--- src/rtl/irq_pkg.sv ---
package irq_pkg;
  typedef enum logic [1:0] {
    SEL_EN   = 2'd0,
    SEL_LVL  = 2'd1,
    SEL_FCLR = 2'd2,
    SEL_CTL  = 2'd3
  } cfg_sel_e;

  // index of the lowest set bit (0 when none)
  function automatic int unsigned lowest_set(input logic [31:0] v);
    int unsigned r;
    r = 0;
    for (int i = 31; i >= 0; i--) begin
      if (v[i]) r = i;
    end
    return r;
  endfunction

  // enables removed by an entry: {lo, hi}
  function automatic logic [1:0] entry_mask(input logic two_lvl, input logic is_hi,
                                            input logic g_hi, input logic g_lo);
    if (!two_lvl) return {1'b0, g_hi};
    if (is_hi)    return {g_lo, g_hi};
    return {g_lo, 1'b0};
  endfunction
endpackage

--- src/rtl/irq_src_bank.sv ---
module irq_src_bank #(
  parameter int NSRC = 8
) (
  input  logic            clk,
  input  logic            rst_n,
  input  logic [NSRC-1:0] src_event,
  input  logic            cfg_we,
  input  logic [1:0]      cfg_sel,
  input  logic [NSRC-1:0] cfg_data,
  output logic [NSRC-1:0] flag_q,
  output logic [NSRC-1:0] en_q,
  output logic [NSRC-1:0] lvl_q
);
  import irq_pkg::*;

  logic [NSRC-1:0] clr_bits;
  assign clr_bits = (cfg_we && cfg_sel == SEL_FCLR) ? cfg_data : '0;

  always_ff @(posedge clk) begin
    if (!rst_n) begin
      flag_q <= '0;
      en_q   <= '0;
      lvl_q  <= '0;
    end else begin
      flag_q <= (flag_q & ~clr_bits) | src_event;
      if (cfg_we && cfg_sel == SEL_EN)  en_q  <= cfg_data;
      if (cfg_we && cfg_sel == SEL_LVL) lvl_q <= cfg_data;
    end
  end
endmodule

--- src/rtl/irq_arbiter.sv ---
module irq_arbiter #(
  parameter int          NSRC   = 8,
  parameter int          VEC_W  = 16,
  parameter logic [VEC_W-1:0] HI_VEC = 16'h0008,
  parameter logic [VEC_W-1:0] LO_VEC = 16'h0018,
  localparam int         SRC_W  = $clog2(NSRC)
) (
  input  logic [NSRC-1:0]  flag_q,
  input  logic [NSRC-1:0]  en_q,
  input  logic [NSRC-1:0]  lvl_q,
  input  logic             two_lvl,
  input  logic             g_hi,
  input  logic             g_lo,
  input  logic             room,
  output logic             req,
  output logic             sel_hi,
  output logic [VEC_W-1:0] vec,
  output logic [SRC_W-1:0] src
);
  import irq_pkg::*;

  logic [NSRC-1:0] live, hi_c, lo_c, win_c;
  logic            hi_ok, lo_ok;
  logic [31:0]     win_ext;

  always_comb begin
    live = flag_q & en_q;
    if (two_lvl) begin
      hi_c = live & lvl_q;
      lo_c = live & ~lvl_q;
      hi_ok = (|hi_c) && g_hi;
      lo_ok = (|lo_c) && g_lo;
    end else begin
      hi_c = live;
      lo_c = '0;
      hi_ok = (|hi_c) && g_hi;
      lo_ok = 1'b0;
    end
    sel_hi  = hi_ok;
    win_c   = hi_ok ? hi_c : lo_c;
    win_ext = '0;
    win_ext[NSRC-1:0] = win_c;
    req = (hi_ok || lo_ok) && room;
    vec = hi_ok ? HI_VEC : LO_VEC;
    src = SRC_W'(lowest_set(win_ext));
  end
endmodule

--- src/rtl/irq_gate_stack.sv ---
module irq_gate_stack #(
  parameter int NSRC = 8
) (
  input  logic            clk,
  input  logic            rst_n,
  input  logic            cfg_we,
  input  logic [1:0]      cfg_sel,
  input  logic [NSRC-1:0] cfg_data,
  input  logic            take,
  input  logic            take_hi,
  input  logic            ret,
  output logic            g_hi,
  output logic            g_lo,
  output logic            two_lvl,
  output logic            room
);
  import irq_pkg::*;

  localparam int DEPTH = 2;
  localparam int DW    = $clog2(DEPTH + 1);

  logic [1:0]    saved_q [DEPTH];
  logic [DW-1:0] depth_q;
  logic [1:0]    gie_q, gie_base, gie_d, clr_m;
  logic          ctl_wr, pop_ok;

  assign ctl_wr = cfg_we && cfg_sel == SEL_CTL;
  assign pop_ok = ret && !take && depth_q != '0;
  assign clr_m  = entry_mask(two_lvl, take_hi, gie_q[0], gie_q[1]);
  assign room   = depth_q < DW'(DEPTH);

  always_comb begin
    gie_base = ctl_wr ? cfg_data[1:0] : gie_q;
    gie_d    = gie_base;
    if (take)        gie_d = gie_base & ~clr_m;
    else if (pop_ok) gie_d = gie_base | saved_q[depth_q - 1'b1];
  end

  always_ff @(posedge clk) begin
    if (!rst_n) begin
      gie_q   <= '0;
      two_lvl <= 1'b0;
      depth_q <= '0;
      for (int i = 0; i < DEPTH; i++) saved_q[i] <= '0;
    end else begin
      gie_q <= gie_d;
      if (ctl_wr) two_lvl <= cfg_data[2];
      if (take) begin
        saved_q[depth_q] <= clr_m;
        depth_q <= depth_q + 1'b1;
      end else if (pop_ok) begin
        depth_q <= depth_q - 1'b1;
      end
    end
  end

  assign g_hi = gie_q[0];
  assign g_lo = gie_q[1];
endmodule

--- src/rtl/prio_irq_ctrl.sv ---
module prio_irq_ctrl #(
  parameter int               NSRC   = 8,
  parameter int               VEC_W  = 16,
  parameter logic [VEC_W-1:0] HI_VEC = 16'h0008,
  parameter logic [VEC_W-1:0] LO_VEC = 16'h0018,
  localparam int              SRC_W  = $clog2(NSRC)
) (
  input  logic             clk,
  input  logic             rst_n,
  input  logic [NSRC-1:0]  src_event,
  input  logic             cfg_we,
  input  logic [1:0]       cfg_sel,
  input  logic [NSRC-1:0]  cfg_data,
  input  logic             irq_ack,
  input  logic             irq_ret,
  output logic             irq_req,
  output logic [VEC_W-1:0] irq_vec,
  output logic [SRC_W-1:0] irq_src,
  output logic [NSRC-1:0]  flag_out,
  output logic [1:0]       gie_state
);
  logic [NSRC-1:0] en_w, lvl_w;
  logic g_hi_w, g_lo_w, two_lvl_w, room_w, sel_hi_w;
  logic take_w;

  assign take_w = irq_ack && irq_req;

  irq_src_bank #(.NSRC(NSRC)) bank_i (
    .clk(clk), .rst_n(rst_n), .src_event(src_event),
    .cfg_we(cfg_we), .cfg_sel(cfg_sel), .cfg_data(cfg_data),
    .flag_q(flag_out), .en_q(en_w), .lvl_q(lvl_w)
  );

  irq_arbiter #(.NSRC(NSRC), .VEC_W(VEC_W), .HI_VEC(HI_VEC), .LO_VEC(LO_VEC)) arb_i (
    .flag_q(flag_out), .en_q(en_w), .lvl_q(lvl_w), .two_lvl(two_lvl_w),
    .g_hi(g_hi_w), .g_lo(g_lo_w), .room(room_w),
    .req(irq_req), .sel_hi(sel_hi_w), .vec(irq_vec), .src(irq_src)
  );

  irq_gate_stack #(.NSRC(NSRC)) gate_i (
    .clk(clk), .rst_n(rst_n), .cfg_we(cfg_we), .cfg_sel(cfg_sel),
    .cfg_data(cfg_data), .take(take_w), .take_hi(sel_hi_w), .ret(irq_ret),
    .g_hi(g_hi_w), .g_lo(g_lo_w), .two_lvl(two_lvl_w), .room(room_w)
  );

  assign gie_state = {g_lo_w, g_hi_w};
endmodule


--- config.mk ---
export PLATFORM = sky130hd
export DESIGN_NAME = prio_irq_ctrl
export DESIGN_NICKNAME = d
export VERILOG_FILES = /design/src/rtl/irq_pkg.sv /design/src/rtl/irq_src_bank.sv /design/src/rtl/irq_arbiter.sv /design/src/rtl/irq_gate_stack.sv /design/src/rtl/prio_irq_ctrl.sv
export SDC_FILE = /design/constraint.sdc
export NUM_CORES = 1
export LEC_CHECK = 0
export BUFFER_PORTS_ARGS = -buffer_cell sky130_fd_sc_hd__buf_2
export CORE_MARGIN = 2
export CORE_UTILIZATION = 40
export CTS_CLUSTER_SIZE = 25
export DETAILED_ROUTE_END_ITERATION = 12
export RECOVER_POWER = 25
export SKIP_LAST_GASP = 1
export SYNTH_ARGS = -nofsm -noshare
export SYNTH_HDL_FRONTEND = slang
export SYNTH_SLANG_ARGS = --single-unit
export TNS_END_PERCENT = 30
--- constraint.sdc ---
create_clock -name clk -period 2.9 [get_ports clk]
set_input_delay 0.435 -clock clk [delete_from_list [all_inputs] [get_ports clk]]
set_output_delay 0.435 -clock clk [all_outputs]
set_load 0.01 [all_outputs]
# ---- Word level (Yosys, flattened, before mapping)
# Memories as Yosys holds them, arrays and structs flattened.
# Index checks and enable logic that the tools add are counted.
dict set report totals {
  ff_bits 29
  latchBits 0
  ramBits 4
  mem_bits_ro 0
  input_bits 23
  out_inout_bits 30
  memories 1
}
# name depth width read_ports rd_ports_with_merged_regs write_ports line_no
set memory_table {}
lappend memory_table {gate_i.saved_q 2 2 1 0 2 irq_gate_stack.sv:22} ;# logic [1:0] saved_q [DEPTH];
dict set report op_classes {
  add_sub_neg 2
  mul 0
  div_mod_pow 0
  n_lt_le_gt_ge 1
  eq_ne 3
  n_shift 0
  muxes 33
  bitwise_logic 10
  reduce_logical 20
}
# operator n
set ops {}
lappend ops {{$and A8 B8 Y8} 4}
lappend ops {{$mux W8} 4}
lappend ops {{$mux W3} 8}
lappend ops {{$reduce_or A8 Y1} 3}
lappend ops {{$mux W2} 10}
lappend ops {{$not A8 Y8} 2}
lappend ops {{$logic_and A1 B1 Y1} 11}
lappend ops {{$mux W1} 10}
lappend ops {{$or A8 B8 Y8} 1}
lappend ops {{$mux W5} 1}
lappend ops {{$eq A2 B2 Y1 const B} 2}
lappend ops {{$reduce_bool A2 Y1} 2}
lappend ops {{$add A2 B1 Y2 const B} 1}
lappend ops {{$and A2 B2 Y2} 1}
lappend ops {{$eq A2 B1 Y1 const B} 1}
lappend ops {{$logic_not A2 Y1} 1}
lappend ops {{$lt A2 B2 Y1 const B} 1}
lappend ops {{$not A2 Y2} 1}
lappend ops {{$or A2 B2 Y2} 1}
lappend ops {{$reduce_or A2 Y1} 1}
lappend ops {{$sub A2 B1 Y2 const B} 1}
lappend ops {{$logic_not A1 Y1} 1}
lappend ops {{$logic_or A1 B1 Y1} 1}

# ---- Logic depth before layout (Yosys ltp)
# Gate-level depths: netlist of run 1.
dict set report logic_depth {
  depth_word 14
  depth_mapped 8
  ltp_nobuf 7
}

# ---- Hierarchy
# From an unflattened synthesis of run 1, not the netlist that was laid out.
dict set report unflattened {
  hier_cells 243
  area_unflattened_um2 2037.0
}
# module n_inst cells_per_inst area_each_um2 seq_area_each_um2
set by_module_without_submodules {}
lappend by_module_without_submodules {irq_src_bank 1 97 924.6 480.5}
lappend by_module_without_submodules {irq_arbiter 1 96 638.1 0.0}
lappend by_module_without_submodules {irq_gate_stack 1 47 452.9 220.2}
lappend by_module_without_submodules {prio_irq_ctrl 1 3 21.3 0.0}

# ---- Worst setup path after synthesis of run 1
# OpenSTA, ideal clock, no wires.
dict set report synth_path {
  path_type {flip-flop to output port}
  from {register bank_i.flag_q[1]}
  to {output port irq_src[2]}
  t_arrival_ns 1.800
  setup_slack_ns 0.665
  stages_incl_launch_ff 9
  n_path_buf 1
  path_cell_list {dfxtp_1 nand3_1 nand2_1 o41ai_4 nor2_1 buf_6 o21ai_0 o21ai_0 a211oi_1}
}
dict set report synth_between {
  elab_chain_len 14
  word_cells_on_any_way 19
}
# item line_no
set synth_rtl {}
lappend synth_rtl {{start, declared} irq_src_bank.sv:10} ;# output logic [NSRC-1:0] flag_q,
lappend synth_rtl {{start signal, assigned} irq_src_bank.sv:25} ;# flag_q <= (flag_q & ~clr_bits) | src_event;
lappend synth_rtl {{$and A8 B8 Y8 (*)} irq_arbiter.sv:27} ;# live = flag_q & en_q;
lappend synth_rtl {{$and A8 B8 Y8} irq_arbiter.sv:29} ;# hi_c = live & lvl_q;
lappend synth_rtl {{$reduce_or A8 Y1} irq_arbiter.sv:31} ;# hi_ok = (|hi_c) && g_hi;
lappend synth_rtl {{$logic_and A1 B1 Y1} irq_arbiter.sv:31}
lappend synth_rtl {{$mux W1} irq_arbiter.sv:28} ;# if (two_lvl) begin
lappend synth_rtl {{$mux W8 (*)} irq_arbiter.sv:40} ;# win_c = hi_ok ? hi_c : lo_c;
lappend synth_rtl {{$mux W3 (7 in series)} irq_pkg.sv:14} ;# if (v[i]) r = i;
lappend synth_rtl {{$mux W3 (*)} irq_pkg.sv:14}
lappend synth_rtl {{end, declared} prio_irq_ctrl.sv:18} ;# output logic [SRC_W-1:0] irq_src,
# Mark *: on every way between the ends. The rest lies on a longest branch, timed or not.

# ---- Final worst setup path of run 1
dict set report layout_path {
  from {register bank_i.flag_q[1]}
  to {output port irq_src[0]}
}
# Same word-level chain as after synthesis.

==> results_dict.tcl, run 1 <==
set metrics [dict create \
    antenna_found_initial 0 \
    crit_arrival_ns 2.29 \
    die_y_microns 73.07 \
    final_cell_area_sq_um 2163 \
    clk-insertion-delay-late_ns 0.29 \
    outcome "completed" \
    cts.sinks 33 \
    cp.required_ns 2.47 \
    grt_use_total_pct 17.85 \
    ant_nets 0 \
    path_clk_slew_ns 0.07 \
    slew_viol_final 0 \
    start_kind "flop" \
    diodes 0 \
    synth_cell_type_count 39 \
    io_buffers 37 \
    max_freq_ghz 0.3665 \
    overflow 0 \
    worst_pin_slew_ns 0.6898 \
    drive_gt1_share_pct 19.49 \
    fillers 488 \
    ys_seq_area_share_pct 36.72 \
    initial_core_util_pct 40.94 \
    cts_setup_buffers 0 \
    tritoncts "yes" \
    ios 53 \
    via_count 1678 \
    period_share_pct 94.08 \
    avgSynthCellArea_sq_um 8.189 \
    wl_per_cell_microns 13.47 \
    cts_root_buf "clkbuf_8" \
    finalSetupViolCount 0 \
    core_sq_um 4661 \
    via_per_inst 5.147 \
    fin_ws_ns 0.1716 \
    ctsHoldBuffers 0 \
    gp_congestion 0.8796 \
    numCtsBuffers 5 \
    drc 0 \
    hold_slack_ns 0.3460 \
    power_density_nw_per_um2 505.3 \
    drt-initial-drc-count 63 \
    cap_violations 0 \
    ys_ff_latch 33 \
    final_nets 295 \
    place_ws_ns 0.4378 \
    area_growth_pct 13.38 \
    die_w_microns 73.07 \
    htreeDepth 2 \
    crit_type "reg -> out" \
    syn_inst 233 \
    worst-path-max-fanout 7 \
    skew_ns 0.003404 \
    drt_wl_total_mm 4.390 \
    p_leak_uw 0.0009472 \
    row_count 25 \
    hold_viol 0 \
    grt_max_degree 17 \
    r2r_slack_ns 0.53 \
    die_area_sq_um 5338 \
    cts_resized 0 \
    hp-class "in -> reg" \
    placed_area_sq_um 2086 \
    grt_first_pass_wirelength_mm 7.251 \
    drtPass1Iterations 4 \
    rsz0062_at_grt "yes" \
    clockBufferDepth 2 \
    cp-end-kind "output port" \
    hpwl_mm 3.352 \
    slew_headroom_pct 53.84 \
    period_minus_slack_ns 2.728 \
    vdd_ir_drop_max_mv 0.3394 \
    ys_warn_count 0 \
    syn-cell-area_sq_um 1908 \
    grt_pass1_vias 1503 \
    finalPower_uw 1093 \
]
==> per-layer routing <==
layer	track usage, %	share of wire [%]
met1	24.98	48
met2	25.43	44
met3	5.939	6.0
met4	6.379	1.6
met5	0	0
==> logic make-up after synthesis <==
kind of cell    Yosys count  synth area share [%]
simple gates             93                 22.49
compound gates           47                 15.87
flops                    33                 36.72
buf+inv                  29                 9.442
mux                      22                 11.67
xor+xnor                  6                 2.754
other cells               2                0.3936
fa+ha+maj                 1                0.6556
==> cells in the mapped netlist <==
master,number,area (sq um)
nand3_1,10,50.05
a21oi_1,17,85.08
a311oi_1,1,8.760
buf_1,1,3.750
o21ba_1,1,10.01
inv_1,5,18.77
xor2_1,1,8.760
nor3_1,1,5.000
ha_1,1,12.51
a211oi_1,2,15.01
or3_1,3,18.77
nand4_2,1,12.51
nor2_1,38,142.6
a21boi_1,1,7.510
a31oi_1,4,25.02
conb_1,2,7.510
nand3b_1,1,7.510
o21ai_0,10,50.05
and2_1,3,18.77
xnor2_1,5,43.79
nor2b_1,8,50.05
mux2_2,2,22.52
edfxtp_1,4,120.1
and3_1,1,6.260
dfxtp_1,29,580.6
mux2i_1,20,200.2
nor3b_1,1,7.510
o41ai_4,1,27.53
o21ai_2,1,8.760
nand2b_1,2,12.51
clkbuf_1,5,18.77
nand2_1,21,78.83
o22ai_1,7,43.79
a31o_2,1,8.760
a22oi_2,1,12.51
nand2_2,1,6.260
buf_6,1,11.26
buf_4,17,127.6
nor4_1,2,12.51
==> path summary, 6_finish.rpt <==
| kind | to | startpoint | cells past startpoint |
|---|---|---|---|
| max | irq_src[0] | bank_i.flag_q[1] | 9 |
| min | bank_i.flag_q[2] | src_event[2] | 3 |
| max reg2reg | gate_i.saved_q[0][0] | bank_i.flag_q[1] | 7 |
| min reg2reg | bank_i.en_q[3] | bank_i.en_q[3] | 2 |
==> state kept, by name, indices dropped and copies added, names as in the netlist <==
signal / flops
gate_i.gie_q: 2
bank_i.lvl_q: 8
gate_i.depth_q: 2
gate_i.two_lvl: 1
gate_i.saved_q: 4
bank_i.en_q: 8
bank_i.flag_q: 8
==> per-stage QoR <==
stage | utilization (%) | cells | setup TNS (ns)
6_report | 46.42 | 326 | 0
5_1_grt | 46.42 | 326 | -0.02884
4_1_cts | 46.52 | 326 | 0
3_5_place_dp | 44.75 | 318 | 0
3_3_place_gp | 44.75 | 318 | 0
2_1_floorplan | - | 246 | 0
==> report_power, final <==
| group | internal (uW) | switching, uW |
|---|---|---|
| Combinational | 96.5 | 123 |
| Sequential | 495 | 37.5 |
| Clock | 166 | 174 |
==> placed cells by master, fill, tap and decap left out, types with 2 or more instances in the layout <==
cell type,instances
a211oi_1,2
clkbuf_1,6
nor2b_1,8
a21oi_1,17
and2_1,3
conb_1,15
inv_1,5
dfxtp_1,29
or3_1,3
mux2i_1,20
buf_2,34
a31oi_1,4
buf_4,3
nand2_1,21
nand2b_1,2
nor2_1,38
nand3_1,10
mux2_2,2
clkbuf_8,5
edfxtp_1,4
o22ai_1,7
o21ai_0,10
xnor2_1,5
clkinv_2,2
==> layout make-up <==
type	instances	area (sq um)	area share [%]
Timing Repair Buffer	42	211.5	9.774
Multi-Input combinational cell	184	1082	50.03
Clock inverter	2	10.01	0.4627
Inverter	5	18.77	0.8676
Tap cell	54	67.56	3.123
Clock buffer	6	72.57	3.355
Sequential cell	33	700.7	32.39
==> worst max-delay path, stage by stage (launching register included) <==
cell     delay [ns]
dfxtp_1        0.45
nand3_1        0.11
nand2_1        0.16
o41ai_4        0.11
nor2_1         0.37
buf_4          0.23
mux2i_1        0.18
o22ai_1        0.09
a21oi_1        0.15
buf_2          0.16
Power figures use the tool's default switching activity.
==> run 2: changes to the inputs <==
- PLACE_DENSITY: default -> 0.72
==> run 2 against run 1 <==
Sequential power about the same. Clock power up 3%. Utilization up 0.35 points. Non-clock buffer count unchanged. Flip-flop and latch count unchanged. Final cell count unchanged. Sequential share of layout area down 0.24 points. Clock-buffer cell count up 2.
==> results_dict.tcl, run 2 (synthesized netlist as in run 1, its figures left out) <==
set metrics [dict create \
    grt_use_total_pct 17.58 \
    cp-end-kind "output port" \
    crit_arrival_ns 2.31 \
    p_leak_uw 0.0009458 \
    via_count 1702 \
    grt_pass1_vias 1530 \
    cts_resized 0 \
    layout_commonest_cell "nor2_1" \
    numCtsBuffers 5 \
    ant_nets 0 \
    finalSetupViolCount 0 \
    worst-path-max-fanout 7 \
    crit_type "reg -> out" \
    ios 53 \
    reg2reg_from "bank_i.flag_q[1]" \
    r2r_slack_ns 0.56 \
    period_minus_slack_ns 2.744 \
    vdd_ir_drop_max_mv 0.3607 \
    die_area_sq_um 5338 \
    drc 0 \
    core_sq_um 4661 \
    most-common-layout-cells "nor2_1, buf_2, dfxtp_1" \
    cts_root_buf "clkbuf_8" \
    hp-start "src_event[4]" \
    io_buffers 37 \
    period_share_pct 94.60 \
    drtPass1Iterations 4 \
    clockBufferDepth 2 \
    start_kind "flop" \
    ctsHoldBuffers 0 \
    grt_first_pass_wirelength_mm 7.224 \
    worst_pin_slew_ns 0.7192 \
    largestRegisters "bank_i.en_q: 8 flops, bank_i.flag_q: 8 flops, bank_i.lvl_q: 8 flops" \
    power_density_nw_per_um2 506.7 \
    hp-class "in -> reg" \
    fillers 480 \
    outcome "completed" \
    drive_gt1_share_pct 18.75 \
    die_w_microns 73.07 \
    tritoncts "yes" \
    finalPower_uw 1104 \
    row_count 25 \
    path_clk_slew_ns 0.06 \
    final_nets 295 \
    diodes 0 \
    slew_viol_final 0 \
    antenna_found_initial 0 \
    clk-insertion-delay-late_ns 0.28 \
    gp_congestion 0.9465 \
    wl_per_cell_microns 13.33 \
    via_per_inst 5.221 \
    die_y_microns 73.07 \
    hpwl_mm 3.358 \
    slew_headroom_pct 51.87 \
    whs_endpoint "bank_i.flag_q[4]" \
    hold_path_depth 3 \
    grt_max_degree 17 \
    hold_viol 0 \
    place_ws_ns 0.3840 \
    skew_ns 0.003812 \
    max_freq_ghz 0.3645 \
    r2r_cells 7 \
    fin_ws_ns 0.1565 \
    initial_core_util_pct 40.94 \
    cap_violations 0 \
    cts_setup_buffers 0 \
    cp.required_ns 2.47 \
    area_growth_pct 14.23 \
    overflow 0 \
    drt-initial-drc-count 68 \
    htreeDepth 2 \
    reg2reg_to "gate_i.saved_q[1][1]" \
    drt_wl_total_mm 4.347 \
    cts.sinks 33 \
]
run 2: critical path: stages, from the launching register on:
cell,delay (ns)
dfxtp_1,0.37
nand3_1,0.11
nand2_1,0.12
o41ai_4,0.38
buf_4,0.20
xnor2_1,0.14
a21oi_1,0.14
a311oi_1,0.29
o21ba_1,0.15
buf_2,0.12
run 2: report_power, final:
group | internal (uW) | total, uW | switching (uW)
sequential | 495 | 534 | 38.5
clock | 193 | 351 | 158
combinational | 97.0 | 219 | 122
run 2: worst max path at each step:
stage / from / endpoint / slack [ns] / cells after the start
after floorplan: bank_i.flag_q[1] / irq_src[2] / 0.67 / 8
after global placement: bank_i.flag_q[1] / irq_src[1] / 0.49 / 8
after detailed placement: bank_i.flag_q[1] / irq_src[1] / 0.38 / 8
after CTS: bank_i.flag_q[1] / irq_src[1] / 0.07 / 8
after global routing: bank_i.flag_q[1] / irq_src[1] / -0.0008 / 9
final: bank_i.flag_q[1] / irq_src[1] / 0.16 / 9
run 2: stage by stage:
| step | hold slack, ns | utilization, % | instances | setup TNS [ns] | area, sq um |
|---|---|---|---|---|---|
| after global routing | 0.3728 | 46.77 | 326 | -0.0008025 | 2180 |
| after global placement | 0.4973 | 44.75 | 318 | 0 | 2086 |
| after floorplan | 0.4811 | - | 246 | 0 | 1957 |
| after CTS | 0.3562 | 46.68 | 326 | 0 | 2176 |
| after detailed placement | 0.5141 | 44.75 | 318 | 0 | 2086 |
| final | 0.3625 | 46.77 | 326 | 0 | 2180 |
run 2: final cells by class:
type,instances,area (sq um),area share (%)
tap,54,67.56,3.100
clock buffer,8,90.09,4.133
timing repair buffer,42,209.0,9.587
sequential,33,700.7,32.15
inverter,5,18.77,0.8611
multi-input combinational,184,1094,50.17
run 2: metal layers:
metal	vias up	wire, microns	GRT usage, %
met1	795	2000	22.54
met5	-	0	0
met2	45	2087	28.83
met4	0	63	6.173
met3	7	195	4.144
li1	855	-	-
==> run 3: changes to the inputs <==
- PLACE_DENSITY: 0.72 -> 0.71
- SYNTH_HIERARCHICAL: default -> 1
- clock period: 2.9 -> 3.4 ns (I/O delays scaled with it)
==> run 3 against run 2 <==
The flow now finishes with violations (max-capacitance violations, max-slew violations). Global-route usage up 0.22 points. Clock-buffer cell count down 1. Worst hold slack better by 0.066 ns. Synthesized cell count up 4.3%. Routed wire length up 6.8%. Non-clock buffer count down 5. Flip-flop and latch count unchanged. Largest cell class unchanged. Largest power group unchanged.
==> results_dict.tcl, run 3 <==
set metrics [dict create \
    power_density_nw_per_um2 392.3 \
    grt_use_total_pct 17.81 \
    grt_max_degree 43 \
    die_area_sq_um 5679 \
    internal_power_uw 651.7 \
    gp_congestion 0.9641 \
    skew_ns 0.002288 \
    synthArstFlopShare_pct 0 \
    clockBufferDepth 2 \
    hpwl_mm 3.545 \
    ys_seq_area_share_pct 34.40 \
    antenna_found_initial 0 \
    p_sw_share_pct 26.55 \
    period_share_pct 92.24 \
    finalSetupViolCount 0 \
    place_ws_ns 0.5985 \
    ant_nets 0 \
    io_buffers 37 \
    drc 0 \
    whs_endpoint "bank_i/flag_q[6]" \
    synth_edf_count 4 \
    cap_violations 1 \
    die_w_microns 75.36 \
    synth_top_area_share_pct 28.50 \
    diodes 0 \
    reg2reg_to "gate_i/saved_q[0][1]" \
    via_per_inst 5.123 \
    largestRegisters "bank_i/en_q: 8 flops, bank_i/flag_q: 8 flops, bank_i/lvl_q: 8 flops" \
    yosysMostFrequentCell "nand2_1" \
    p_leak_uw 0.0009549 \
    initial_core_util_pct 42.29 \
    avgSynthCellArea_sq_um 8.383 \
    seq_power_share_pct 49.7 \
    synth_cell_type_count 53 \
    overflow 0 \
    htreeDepth 2 \
    wl_per_cell_microns 13.57 \
    slew_headroom_pct -5.982 \
    layout_commonest_cell "nand2_1" \
    clk-insertion-delay-late_ns 0.28 \
    final_nets 298 \
    syn_inst 243 \
    cts_resized 0 \
    r2r_slack_ns 0.79 \
    clkPwrFrac_pct 36.2 \
    area_growth_pct 11.06 \
    reg2reg_from "gate_i/two_lvl" \
    crit_chain "nor2b_4 -> o211ai_2 -> or3_4 -> a211oi_2 -> nor2_1 -> and2_4 -> a2111oi_4 -> buf_2" \
    synth_top_flop_cell "dfxtp_1" \
    hp-start "cfg_data[6]" \
    period_minus_slack_ns 3.136 \
    combPwrFrac_pct 14.0 \
    numCtsBuffers 5 \
    core_sq_um 4817 \
    start_kind "flop" \
    power_switching_uw 235.6 \
    drive_gt1_share_pct 20.00 \
    drtPass1Iterations 4 \
    synth_top_area_cell "dfxtp_1" \
    hold_viol 0 \
    fin_ws_ns 0.2637 \
    critPathTopFamily "simple AND/OR/NAND/NOR gates" \
    path_clk_slew_ns 0.07 \
    hold_slack_ns 0.4287 \
    hold_path_depth 2 \
    worst-path-max-fanout 14 \
    most-common-layout-cells "nand2_1, buf_2, dfxtp_1" \
    cts.sinks 33 \
    cts_setup_buffers 0 \
    drt_wl_total_mm 4.641 \
    cp.required_ns 2.89 \
    max_stage_delay_ns 0.57 \
    synthTopCellsByArea "dfxtp_1, mux2i_1, nand2_1" \
    ctsHoldBuffers 0 \
    crit_arrival_ns 2.63 \
    cts_root_buf "clkbuf_8" \
    syn-cell-area_sq_um 2037 \
    outcome "finished, violations left" \
    tritoncts "yes" \
    ys_ff_latch 33 \
    path_buf_inv 1 \
    worst_pin_slew_ns 1.590 \
    violations "max-capacitance violations, max-slew violations" \
    row_count 25 \
    crit_slowest_cell "dfxtp_1" \
    slew_viol_final 43 \
    max_freq_ghz 0.3189 \
    grt_pass1_vias 1570 \
    via_count 1752 \
    fin_setup_tns_ns 0 \
    ys_top_cells_by_count "nand2_1, dfxtp_1, mux2i_1, buf_4, nand3_1" \
    cp-end-kind "output port" \
    grt_first_pass_wirelength_mm 7.590 \
    vdd_ir_drop_max_mv 0.2258 \
    ios 53 \
    r2r_cells 9 \
    hp-class "in -> reg" \
    die_y_microns 75.36 \
    ys_warn_count 6 \
    rsz0062_at_grt "no" \
    drt-initial-drc-count 120 \
    crit_type "reg -> out" \
]
[run 3: routing by layer]
| metal | global-route usage [%] | routed length [microns] |
|---|---|---|
| met1 | 26.23 | 2312 |
| met2 | 25.02 | 1949 |
| met3 | 3.836 | 304 |
| met4 | 7.602 | 74 |
| met5 | 0 | 0 |
[run 3: worst max path at each step]
stage                               from  depth (start not counted)              endpoint  slack (ns)
after floorplan           gate_i/two_lvl                         10  gate_i/saved_q[0][0]        0.99
after global placement    gate_i/two_lvl                          8            irq_src[2]        0.64
after detailed placement  gate_i/two_lvl                          8            irq_src[2]        0.60
after CTS                 gate_i/two_lvl                          8            irq_src[2]        0.28
after global routing      gate_i/two_lvl                          9            irq_src[2]        0.05
final                     gate_i/two_lvl                          8            irq_src[2]        0.26
[run 3: logic make-up after synthesis]
kind of cell               after synthesis  share of synthesized area (%)
and+or+nand+nor                         91                          22.79
AOI/OAI and AO/OA                       52                          17.81
buffers and inverters                   39                          11.98
DFF                                     33                          34.40
muxes                                   21                          10.32
xor gates and xnor gates                 4                          1.720
other                                    2                         0.3687
adders and majority gates                1                         0.6142
[run 3: worst reg2reg max path, delay by kind of cell, from the launching register on]
family | cells | cell delay (ns)
AND/OR/NAND/NOR | 3 | 0.79
flip-flops | 1 | 0.57
buffers and inverters | 2 | 0.25
AO/OA/AOI/OAI | 4 | 0.69
[run 3: layout make-up]
| type | count | area, sq um |
|---|---|---|
| inverter | 13 | 51.30 |
| fill | 489 | 2555 |
| tap | 67 | 83.83 |
| sequential | 33 | 700.7 |
| timing repair buffer | 37 | 183.9 |
| clock buffer | 7 | 96.34 |
| multi-input combinational | 184 | 1141 |
| clock inverter | 1 | 5.005 |
[run 3: per-stage QoR]
step | utilization, % | std cells | total power, uW | instance area (sq um)
global placement | 44.88 | 334 | 571.0 | 2162
detailed placement | 44.88 | 334 | 573.7 | 2162
floorplan | - | 256 | 548.5 | 2086
CTS | 46.99 | 342 | 897.1 | 2263
global route | 46.96 | 342 | 931.6 | 2262
finish | 46.96 | 342 | 887.4 | 2262
[run 3: power groups by stage]
stage	registers (uW)	logic, uW	clock network [uW]
2_1_floorplan	443	106	0
3_3_place_gp	449	122	0
3_5_place_dp	449	124	0
4_1_cts	441	125	332
5_1_grt	445	141	346
6_report	441	125	322
